File: src/rtl/rr_spread_merge.sv
module rr_spread_merge #(
  parameter int K   = 4,
  parameter int W   = 16,
  parameter int GAP = 1
) (
  input  logic           clk,
  input  logic           rst_n,
  input  logic           in_valid,
  output logic           in_ready,
  input  logic [W-1:0]   in_data,
  output logic [K-1:0]   row_in_valid,
  input  logic [K-1:0]   row_in_ready,
  output logic [K*W-1:0] row_in_data,
  input  logic [K-1:0]   row_out_valid,
  output logic [K-1:0]   row_out_ready,
  input  logic [K*W-1:0] row_out_data,
  output logic           out_valid,
  input  logic           out_ready,
  output logic [W-1:0]   out_data
);
  localparam int PW = (K > 1) ? $clog2(K) : 1;
  localparam int GW = (GAP > 0) ? $clog2(GAP + 1) : 1;
  localparam logic [PW-1:0] LAST = PW'(K - 1);

  logic [PW-1:0] wptr, rptr;
  logic [GW-1:0] gap_cnt;
  logic          open_slot, fire_in, fire_out;

  assign open_slot = (gap_cnt == '0);
  assign in_ready  = open_slot && row_in_ready[wptr];
  assign fire_in   = in_valid && in_ready;
  assign out_valid = row_out_valid[rptr];
  assign out_data  = row_out_data[rptr*W +: W];
  assign fire_out  = out_valid && out_ready;

  for (genvar r = 0; r < K; r++) begin : g_row
    assign row_in_data[r*W +: W] = in_data;
    assign row_in_valid[r]  = in_valid && open_slot && (wptr == PW'(r));
    assign row_out_ready[r] = out_ready && (rptr == PW'(r));
  end

  always_ff @(posedge clk) begin
    if (!rst_n) begin
      wptr    <= '0;
      rptr    <= '0;
      gap_cnt <= '0;
    end else begin
      if (fire_in) begin
        wptr    <= (wptr == LAST) ? '0 : wptr + 1'b1;
        gap_cnt <= GW'(GAP);
      end else if (!open_slot) begin
        gap_cnt <= gap_cnt - 1'b1;
      end
      if (fire_out)
        rptr <= (rptr == LAST) ? '0 : rptr + 1'b1;
    end
  end

  assert_in_step_R2: assert property (@(posedge clk) disable iff (!rst_n)
    fire_in |=> wptr == (($past(wptr) == LAST) ? '0 : $past(wptr) + 1'b1));
  assert_in_hold_R3: assert property (@(posedge clk) disable iff (!rst_n)
    !fire_in |=> $stable(wptr));
  assert_out_step_R5: assert property (@(posedge clk) disable iff (!rst_n)
    fire_out |=> rptr == (($past(rptr) == LAST) ? '0 : $past(rptr) + 1'b1));
  assert_out_hold_R6: assert property (@(posedge clk) disable iff (!rst_n)
    !fire_out |=> $stable(rptr));
  assert_one_strobe_R4: assert property (@(posedge clk) disable iff (!rst_n)
    $onehot0(row_in_valid) && $onehot0(row_out_ready));
  if (GAP > 0) begin : g_gap_chk
    assert_spacing_R8: assert property (@(posedge clk) disable iff (!rst_n)
      fire_in |=> !in_ready);
  end
endmodule

File: config.mk
export PLATFORM = sky130hd
export DESIGN_NAME = rr_spread_merge
export DESIGN_NICKNAME = d
export VERILOG_FILES = /design/src/rtl/rr_spread_merge.sv
export SDC_FILE = /design/constraint.sdc
export NUM_CORES = 1
export LEC_CHECK = 0
export BUFFER_PORTS_ARGS = -buffer_cell sky130_fd_sc_hd__buf_2
export CAP_MARGIN = 40
export CORE_AREA = 2 2 71 73
export CTS_CLUSTER_DIAMETER = 60
export DETAILED_ROUTE_END_ITERATION = 8
export DIE_AREA = 0 0 73 75
export PLACE_DENSITY = 0.76
export REMOVE_ABC_BUFFERS = 1
export SYNTH_ARGS = -nofsm -noshare
export SYNTH_HDL_FRONTEND = slang
export SYNTH_SLANG_ARGS = --single-unit
export TNS_END_PERCENT = 20
File: constraint.sdc
create_clock -name clk -period 1.82 [get_ports clk]
set_clock_uncertainty 0.05 [all_clocks]
set_input_delay 0.364 -clock clk [delete_from_list [all_inputs] [get_ports clk]]
set_output_delay 0.364 -clock clk [all_outputs]
set_load 0.02 [all_outputs]
==> results of run 1 <==
cells in the final DEF, fill, tap and decap left out, types with 2 or more instances in the layout:
cell type,Yosys,layout
and2_1,8,8
buf_12,0,3
nor2_1,2,2
buf_6,1,12
clkbuf_8,0,3
a21oi_1,2,2
nand2_1,6,6
dfxtp_1,5,3
buf_2,2,90
inv_1,4,4
nor2b_1,2,2
ha_1,8,8
mux2_2,2,2
mux4_2,9,17
nand3b_1,2,2
mux2i_1,4,4
cell type report:
cell class | instances | share of cell area, %
Multi-Input combinational cell | 58 | 43.5
Clock buffer | 4 | 2.79
Timing Repair Buffer | 107 | 42.0
Tap cell | 54 | 4.19
Sequential cell | 5 | 6.52
Inverter | 4 | 0.931
timing repair:
| item | in CTS | in global routing |
|---|---|---|
| gates cloned | 0 | 1 |
| setup buffers | 0 | 1 |
| pin swaps | 0 | 0 |
| endpoints found under the setup margin | 17 | 18 |
| gates resized for setup | 8 | 29 |
path summary, 6_finish.rpt:
kind	end	slack, ns	depth (start not counted)
hold reg to reg	wptr[1]$_SDFFE_PN0P_	0.46	2
hold / removal	rptr[0]$_SDFFE_PN0P_	0.40	3
setup / recovery	out_data[13]	-0.04	3
setup reg to reg	rptr[1]$_SDFFE_PN0P_	0.25	4
worst min-delay path: stages:
cell and delay (ns):
buf_2 0.15, o21ai_0 0.08, a21oi_1 0.04
stage by stage:
stage	util [%]	std cells	hold slack [ns]	setup WS, ns	setup TNS (ns)
global route	34.6	232	0.427	-0.0730	-0.848
CTS	32.8	230	0.403	-0.0563	-0.409
detailed placement	31.7	226	0.514	0.115	0
finish	34.6	232	0.405	-0.0412	-0.199
global placement	31.7	226	0.498	0.118	0
floorplan	-	67	0.442	-0.242	-3.66
state kept, by name, summed over array words and instances, names as in the netlist:
register  cells
gap_cnt       1
wptr          2
rptr          2
per-layer routing:
| metal | GRT usage (%) | up-vias |
|---|---|---|
| li1 | - | 491 |
| met1 | 15.8 | 500 |
| met2 | 17.1 | 133 |
| met3 | 10.7 | 7 |
| met4 | 3.70 | 3 |
| met5 | 4.63 | - |
logic make-up (layout without fill, tap and decap cells):
logic type                 Yosys count  in the layout  synth area share (%)
AOI/OAI and AO/OA                    6              6                  3.04
buffers and inverters               72            115                  38.7
DFF                                  5              5                  7.38
and+or+nand+nor                     21             21                  8.49
muxes                               23             23                  35.1
adders and majority gates            8              8                  7.38
power by group through the flow:
stage | Clock (mW) | Sequential (mW) | Combinational (mW)
4_1_cts | 0.221 | 0.135 | 0.404
6_report | 0.212 | 0.137 | 0.453
5_1_grt | 0.226 | 0.140 | 0.489
3_5_place_dp | 0 | 0.136 | 0.395
2_1_floorplan | 0 | 0.149 | 0.208
3_3_place_gp | 0 | 0.135 | 0.388
==> results.ini, run 1 <==
[placed_design]
hpwl_um = 3510
place_area_um2 = 1480
place_congestion = 0.785
port_buffers = 101

[timing]
finalHoldViolCount = 0
post-route-min-period_ns = 1.86
fmax_ghz = 0.537
rsz0062_at_grt = yes
relSlewSlack_pct = 75.5
fin_crit_sh_pct = 102
slew_viol_final = 0
tightest_slew_ns = 0.367
worst_slack_ns = -0.0412
setup-violations-final = 12

[grt]
grt_pass1_wl_um = 5330
grt_max_degree = 24
grt_pass1_vias = 1055
overflow = 0
grt_usage_pct = 13.1
antenna_found_initial = 0

[worst_setup_path]
end_kind = output pin
cp-start-kind = register
slowest_stage = mux4_2
arrival_ns = 1.45
crit_type = register to output pin
cpPeakStageDelay_ns = 0.51
r2r_start = rptr[0]$_SDFFE_PN0P_
cp_top_family = multiplexers
worstPathMaxFanout = 4
crit_buf_inv = 2
worstPathCellList = clkbuf_16, mux4_2, buf_6
startpoint = rptr[0]$_SDFFE_PN0P_
required_ns = 1.41

[clock_network]
cts.sinks = 5
cts_root_buf = clkbuf_8
htreeDepth = 1
path_clk_slew_ns = 0.04
clock_latency_ns = 0.22
ctsHoldBuffers = 0
cts_buffers = 3
clockBufferDepth = 2
cts_tree = yes

[detailed_routing]
drt-vias-per-instance = 4.89
vias = 1134
wl_met3_um = 722
drc = 0
wirelength_um = 4090
met2_length_um = 1700
dr.max_layer_used = met5
drtIter0Drc = 30
final_antenna_net_count = 0
met1_length_um = 1600
routedWlPerCell_um = 17.6
drt-pass1-iter-count = 4

[yosys]
syn-instance-count = 135
yosys-top-cells-count = 65 x buf_4, 9 x mux4_2, 8 x and2_1, 8 x ha_1, 8 x mux4_1
yosysUniqueCellTypes = 21
synthTopCellsByArea = buf_4 36%, mux4_1 15%, mux4_2 15%
async_reset_ff_share_pct = 0
synth.most_common_cell = buf_4
synth.largest_area_cell = buf_4
synth_ff_type = dfxtp_1
synth.avg_cell_area_um2 = 10.0
ys_warn_count = 0
ys_ff_latch = 5
synth-edff-count = 0
seq_area_frac_synth_pct = 7.38
syn_area_um2 = 1360
synth_top_cell_area_share_pct = 36.0

[pwr]
static-leakage-power_nw = 0.791
combPwrFrac_pct = 56.5
power_mw = 0.803
power-per-cell-area_nw_per_um2 = 498
power.internal_mw = 0.528
peakVddDrop_mv = 0.185
seq_power_share_pct = 17.1
p_switching_mw = 0.274
p_clk_share_pct = 26.4
p_sw_share_pct = 34.2

[floorplanning]
die_area_um2 = 5480
dieWidth_um = 73
ios = 182
rows = 25
core-area_um2 = 4660
die_h_um = 75
initial_core_util_pct = 29.1

[final_layout]
design_area_um2 = 1610
seq_area_um2 = 105
n_antenna_cell = 0
nets = 279
multiInputGateArea_um2 = 702
area_growth_pct = 18.9
layout-drive-gt1-share_pct = 73.6
nFillCells = 476

[min_path]
holdCritStartpoint = rst_n
hold_path_class = input pin to register

[run_status]
status = finished, violations left
violations = setup timing

[flow_run]
cap_violations = 0

No activity file was read; power rests on OpenSTA's default activity.
==> run 2: changes to the inputs <==
==> constraint.sdc (replaced) <==
create_clock -name clk -period 1.82 [get_ports clk]
set_clock_uncertainty 0.05 [all_clocks]
set_input_delay 0.364 -clock clk [delete_from_list [all_inputs] [get_ports clk]]
set_output_delay 0.364 -clock clk [all_outputs]
set_load 0.05 [all_outputs]
==> run 2 against run 1 <==
Against the previous run:
- the run still ends with setup timing left
- non-clock buffer count rose by 2
- core utilization rose by 1.2 points
- sequential cell count did not move
- worst hold slack got worse by 0.00052 ns
- register-to-register slack lost 0.02 ns
- die area unchanged
- sequential share of layout area decreased by 0.065 points
- global-route usage rose by 1.4 points
- first-iteration DRC count shrank 67%
==> results.ini, run 2 (synthesized netlist as in run 1, its figures left out) <==
[final_layout]
n_antenna_cell = 0  ; unchanged
nFillCells = 467  ; -1.9%
most-common-layout-cells = 81 x buf_2, 18 x buf_6, 17 x mux4_2
nets = 281  ; +0.72%
reg_top3 = rptr x2, wptr x2, gap_cnt x1
area_growth_pct = 23.0
layout-drive-gt1-share_pct = 75.0  ; +1.4 points
layout_commonest_cell = buf_2
postLayoutCoreUtil_pct = 35.8  ; +1.2 points
design_area_um2 = 1670  ; +3.4%

[clock_network]
clockBufferDepth = 2  ; unchanged
cts_root_buf = clkbuf_8
htreeDepth = 1  ; unchanged
cts_buffers = 3  ; unchanged
cts.sinks = 5  ; unchanged
path_clk_slew_ns = 0.04  ; about the same
ctsHoldBuffers = 0  ; unchanged
cts_tree = yes
clock_latency_ns = 0.22  ; about the same

[worst_setup_path]
slowest_stage = mux4_2
arrival_ns = 1.45  ; about the same
cp-start-kind = register
crit_type = register to output pin
cpPeakStageDelay_ns = 0.52  ; about the same
worstPathMaxFanout = 8  ; +4
end_kind = output pin
crit_buf_inv = 2  ; unchanged
worstPathCellList = buf_12, mux4_2, buf_6
cp_top_family = multiplexers
required_ns = 1.41  ; about the same

[grt]
overflow = 0  ; unchanged
antenna_found_initial = 0  ; unchanged
grt_pass1_vias = 1134  ; +7.5%
grt_usage_pct = 14.5  ; +1.4 points
grt_pass1_wl_um = 5850  ; +9.7%
grt_max_degree = 12  ; -50%

[timing]
rsz0062_at_grt = yes
finalHoldViolCount = 0  ; unchanged
fin_crit_sh_pct = 103  ; +0.40 points
tns_ns = -0.510  ; -0.311 ns
fin_hold_ws_ns = 0.404  ; -0.000525 ns
fmax_ghz = 0.535  ; -0.39%
worst_slack_ns = -0.0484  ; -0.00723 ns
tightest_slew_ns = 0.370  ; +0.00320 ns
post-route-min-period_ns = 1.87  ; +0.00723 ns
setup-violations-final = 17  ; +5
slew_viol_final = 0  ; unchanged
relSlewSlack_pct = 75.2  ; -0.21 points

[flow_run]
cap_violations = 0  ; unchanged

[detailed_routing]
drtIter0Drc = 10  ; -67%
final_antenna_net_count = 0  ; unchanged
drt-pass1-iter-count = 4  ; unchanged
drt-vias-per-instance = 4.78  ; -2.3%
wirelength_um = 4220  ; +3.1%
vias = 1118  ; -1.4%
routedWlPerCell_um = 18.0  ; +2.2%
drc = 0  ; unchanged

[floorplanning]
initial_core_util_pct = 29.1  ; unchanged
core-area_um2 = 4660  ; unchanged
dieWidth_um = 73  ; unchanged
ios = 182  ; unchanged
die_area_um2 = 5480  ; unchanged
die_h_um = 75  ; unchanged
rows = 25  ; unchanged

[pwr]
peakVddDrop_mv = 0.169  ; -8.3%
static-leakage-power_nw = 0.814  ; +2.9%
power-per-cell-area_nw_per_um2 = 578  ; +16%

[placed_design]
place_congestion = 0.822  ; +4.7%
hpwl_um = 3620  ; +3.1%
place_area_um2 = 1460  ; -0.85%
port_buffers = 101  ; unchanged

[run_status]
status = finished, violations left
violations = setup timing

[min_path]
hold_path_class = input pin to register

## run 2: cell types whose count changed in the layout (fill, tap and decap cells not counted)
cell / previous run / this run
buf_16: 0 / 1
buf_8: 0 / 2
dfxtp_2: 1 / 3
buf_2: 90 / 81
clkbuf_16: 1 / 0
dfxtp_1: 3 / 1
buf_6: 12 / 18
buf_4: 1 / 6
buf_12: 3 / 1
## run 2: report_power, final
| group | total [mW] | internal (mW) | switching, mW |
|---|---|---|---|
| clock network | 0.208 | 0.151 | 0.0570 |
| logic | 0.616 | 0.282 | 0.334 |
| registers | 0.140 | 0.121 | 0.0192 |
| total | 0.964 | 0.554 | 0.410 |
## run 2: through the flow
stage	worst slack [ns]	instances	total power [mW]
3_3_place_gp	0.0853	226	0.656
4_1_cts	-0.0642	233	0.967
3_5_place_dp	0.0439	226	0.663
6_report	-0.0484	234	0.964
2_1_floorplan	-0.417	67	0.493
5_1_grt	-0.0977	234	1.02
## run 2: worst paths after layout
check                         end  slack [ns]                 start  cells after the start
min reg2reg  wptr[1]$_SDFFE_PN0P_        0.47  wptr[1]$_SDFFE_PN0P_                      2
max reg2reg  rptr[1]$_SDFFE_PN0P_        0.23  rptr[0]$_SDFFE_PN0P_                      4
max                   out_data[9]       -0.05  rptr[0]$_SDFFE_PN0P_                      3
min          rptr[0]$_SDFFE_PN0P_        0.40                 rst_n                      3
## run 2: per-layer routing
layer / vias up / track usage (%) / wire length [um] / part of all wire [%]
li1: 495 / - / - / -
met1: 496 / 18.8 / 1660 / 39
met2: 122 / 19.4 / 1790 / 42
met3: 5 / 10.4 / 733 / 17
met4: 0 / 3.09 / 33 / 0.78
met5: - / 0 / 0 / 0
## run 2: repair_timing
| action | in CTS | in global routing |
|---|---|---|
| gates cloned | 1 | 0 |
| setup endpoints to repair | 20 | 24 |
| setup buffers | 2 | 1 |
| pin swaps | 0 | 0 |
| resized for setup | 51 | 7 |
## run 2: worst min-delay path, cell delays in order
cell     delay [ns]
buf_2          0.14
o21ai_0        0.08
a21oi_1        0.04
## run 2: cell type report
type / count / area (um2) / share of cell area (%)
clock buffer: 4 / 45.0 / 2.70
inverter: 4 / 15.0 / 0.900
multi-input combinational: 58 / 702 / 42.1
sequential: 5 / 108 / 6.45
tap: 54 / 67.6 / 4.05
timing repair buffer: 109 / 731 / 43.8
==> run 3: changes to the inputs <==
==> constraint.sdc (replaced) <==
create_clock -name clk -period 1.82 [get_ports clk]
set_clock_uncertainty 0.05 [all_clocks]
set_input_delay 0.273 -clock clk [delete_from_list [all_inputs] [get_ports clk]]
set_output_delay 0.273 -clock clk [all_outputs]
set_load 0.05 [all_outputs]
==> run 3 against run 2 <==
Against the previous run:
- the run now ends clean
- total power decreased by 5.5%
- via count up 0.54%
- critical path depth unchanged
- first-iteration DRC count down 20%
- sequential share of layout area up 0.16 points
- sequential power shrank 3%
- global-route usage shrank 0.24 points
- worst setup slack improved by 0.073 ns
- critical path type unchanged
==> results.ini, run 3 (synthesized netlist as in run 1, its figures left out) <==
[run_status]
status = finished clean

[timing]
slew_viol_final = 0  ; unchanged
worst_slack_ns = 0.0242  ; +0.0726 ns
relSlewSlack_pct = 73.5  ; -1.7 points
setup-violations-final = 0  ; -17
post-route-min-period_ns = 1.80  ; -0.0726 ns
fmax_ghz = 0.557  ; +4.0%
finalHoldViolCount = 0  ; unchanged
tns_ns = 0  ; +0.510 ns
rsz0062_at_grt = yes
fin_crit_sh_pct = 98.7  ; -4.0 points
tightest_slew_ns = 0.396  ; +0.0258 ns

[flow_run]
cap_violations = 0  ; unchanged

[grt]
antenna_found_initial = 0  ; unchanged
grt_usage_pct = 14.3  ; -0.24 points
grt_max_degree = 24  ; +12
overflow = 0  ; unchanged
grt_pass1_vias = 1098  ; -3.2%
grt_pass1_wl_um = 5650  ; -3.4%

[final_layout]
multiInputGateArea_um2 = 728  ; +3.7%
n_antenna_cell = 0  ; unchanged
layout-drive-gt1-share_pct = 69.5  ; -5.5 points
design_area_um2 = 1590  ; -4.7%
layout_commonest_cell = buf_2
nets = 278  ; -1.1%
nFillCells = 474  ; +1.5%
most-common-layout-cells = 90 x buf_2, 12 x buf_6, 10 x mux4_2
seq_area_um2 = 105  ; -2.3%
reg_top3 = rptr x2, wptr x2, gap_cnt x1
postLayoutCoreUtil_pct = 34.1  ; -1.7 points
area_growth_pct = 17.2

[worst_setup_path]
crit_type = register to output pin
cp-start-kind = register
required_ns = 1.50  ; +0.09 ns
end_kind = output pin
worstPathMaxFanout = 5  ; -3
arrival_ns = 1.47  ; +0.02 ns

[detailed_routing]
routedWlPerCell_um = 18.4  ; +2.3%
drt-pass1-iter-count = 4  ; unchanged
drt-vias-per-instance = 4.87  ; +1.8%
drtIter0Drc = 8  ; -2
vias = 1124  ; +0.54%
final_antenna_net_count = 0  ; unchanged
drc = 0  ; unchanged
wirelength_um = 4260  ; +1.0%

[clock_network]
postCtsSetupBuffers = 0  ; -2
ctsHoldBuffers = 0  ; unchanged
clock_latency_ns = 0.22  ; about the same
htreeDepth = 1  ; unchanged
cts.sinks = 5  ; unchanged
clockBufferDepth = 2  ; unchanged
cts_tree = yes
path_clk_slew_ns = 0.04  ; about the same
cts_root_buf = clkbuf_8
cts_buffers = 3  ; unchanged

[placed_design]
port_buffers = 101  ; unchanged
hpwl_um = 3650  ; +0.78%
place_congestion = 0.809  ; -1.5%
place_area_um2 = 1460  ; unchanged
dp_slack_ns = 0.149  ; +0.105 ns

[floorplanning]
ios = 182  ; unchanged
core-area_um2 = 4660  ; unchanged
dieWidth_um = 73  ; unchanged
initial_core_util_pct = 29.1  ; unchanged
rows = 25  ; unchanged
die_area_um2 = 5480  ; unchanged
die_h_um = 75  ; unchanged

[min_path]
hold_path_class = input pin to register

[pwr]
power-per-cell-area_nw_per_um2 = 574  ; -0.80%
static-leakage-power_nw = 0.796  ; -2.2%
peakVddDrop_mv = 0.206  ; +21%

==> run 3: report_power, final <==
part	internal [mW]	total (mW)	leakage (nW)	switching, mW
registers	0.120	0.136	0.0421	0.0157
clock network	0.151	0.208	0.0228	0.0576
logic	0.239	0.567	0.731	0.328
total	0.510	0.911	0.796	0.401
==> run 3: metal layers <==
layer	vias up	track usage [%]	share of wire, %
met5	-	4.63	0.75
met4	3	3.91	0.99
met3	7	10.8	18
met2	134	20.7	44
met1	482	16.0	36
li1	498	-	-
==> run 3: layout make-up <==
class | count | share of cell area (%)
Multi-Input combinational cell | 58 | 45.8
Tap cell | 54 | 4.25
Timing Repair Buffer | 106 | 39.5
Clock buffer | 4 | 2.83
Sequential cell | 5 | 6.61
Inverter | 4 | 0.945
==> run 3: worst paths after layout <==
kind / start / endpoint / slack, ns / cells after the start
hold reg to reg: wptr[1]$_SDFFE_PN0P_ / wptr[1]$_SDFFE_PN0P_ / 0.46 / 2
setup / recovery: rptr[0]$_SDFFE_PN0P_ / out_data[12] / 0.02 / 3
setup reg to reg: rptr[0]$_SDFFE_PN0P_ / rptr[1]$_SDFFE_PN0P_ / 0.36 / 3
hold / removal: rst_n / wptr[1]$_SDFFE_PN0P_ / 0.32 / 3
==> run 3: what timing repair did <==
| item | 4_1_cts | 5_1_grt |
|---|---|---|
| endpoints found under the setup margin | 17 | 17 |
| gates resized for setup | 20 | 8 |
| cloned | 1 | 0 |
| hold endpoints to repair | 0 | 0 |
==> run 3: worst max-delay path: stages, from the launching register on <==
cell and delay, ns:
dfxtp_4 0.36, buf_6 0.13, mux4_1 0.57, buf_6 0.18
==> run 3: stage by stage <==
| step | hold slack (ns) | total power, mW | instances |
|---|---|---|---|
| final | 0.317 | 0.911 | 231 |
| after global routing | 0.331 | 0.970 | 231 |
| after CTS | 0.318 | 0.915 | 231 |
| after detailed placement | 0.497 | 0.664 | 226 |
| after global placement | 0.497 | 0.653 | 226 |
| after floorplan | 0.351 | 0.493 | 67 |
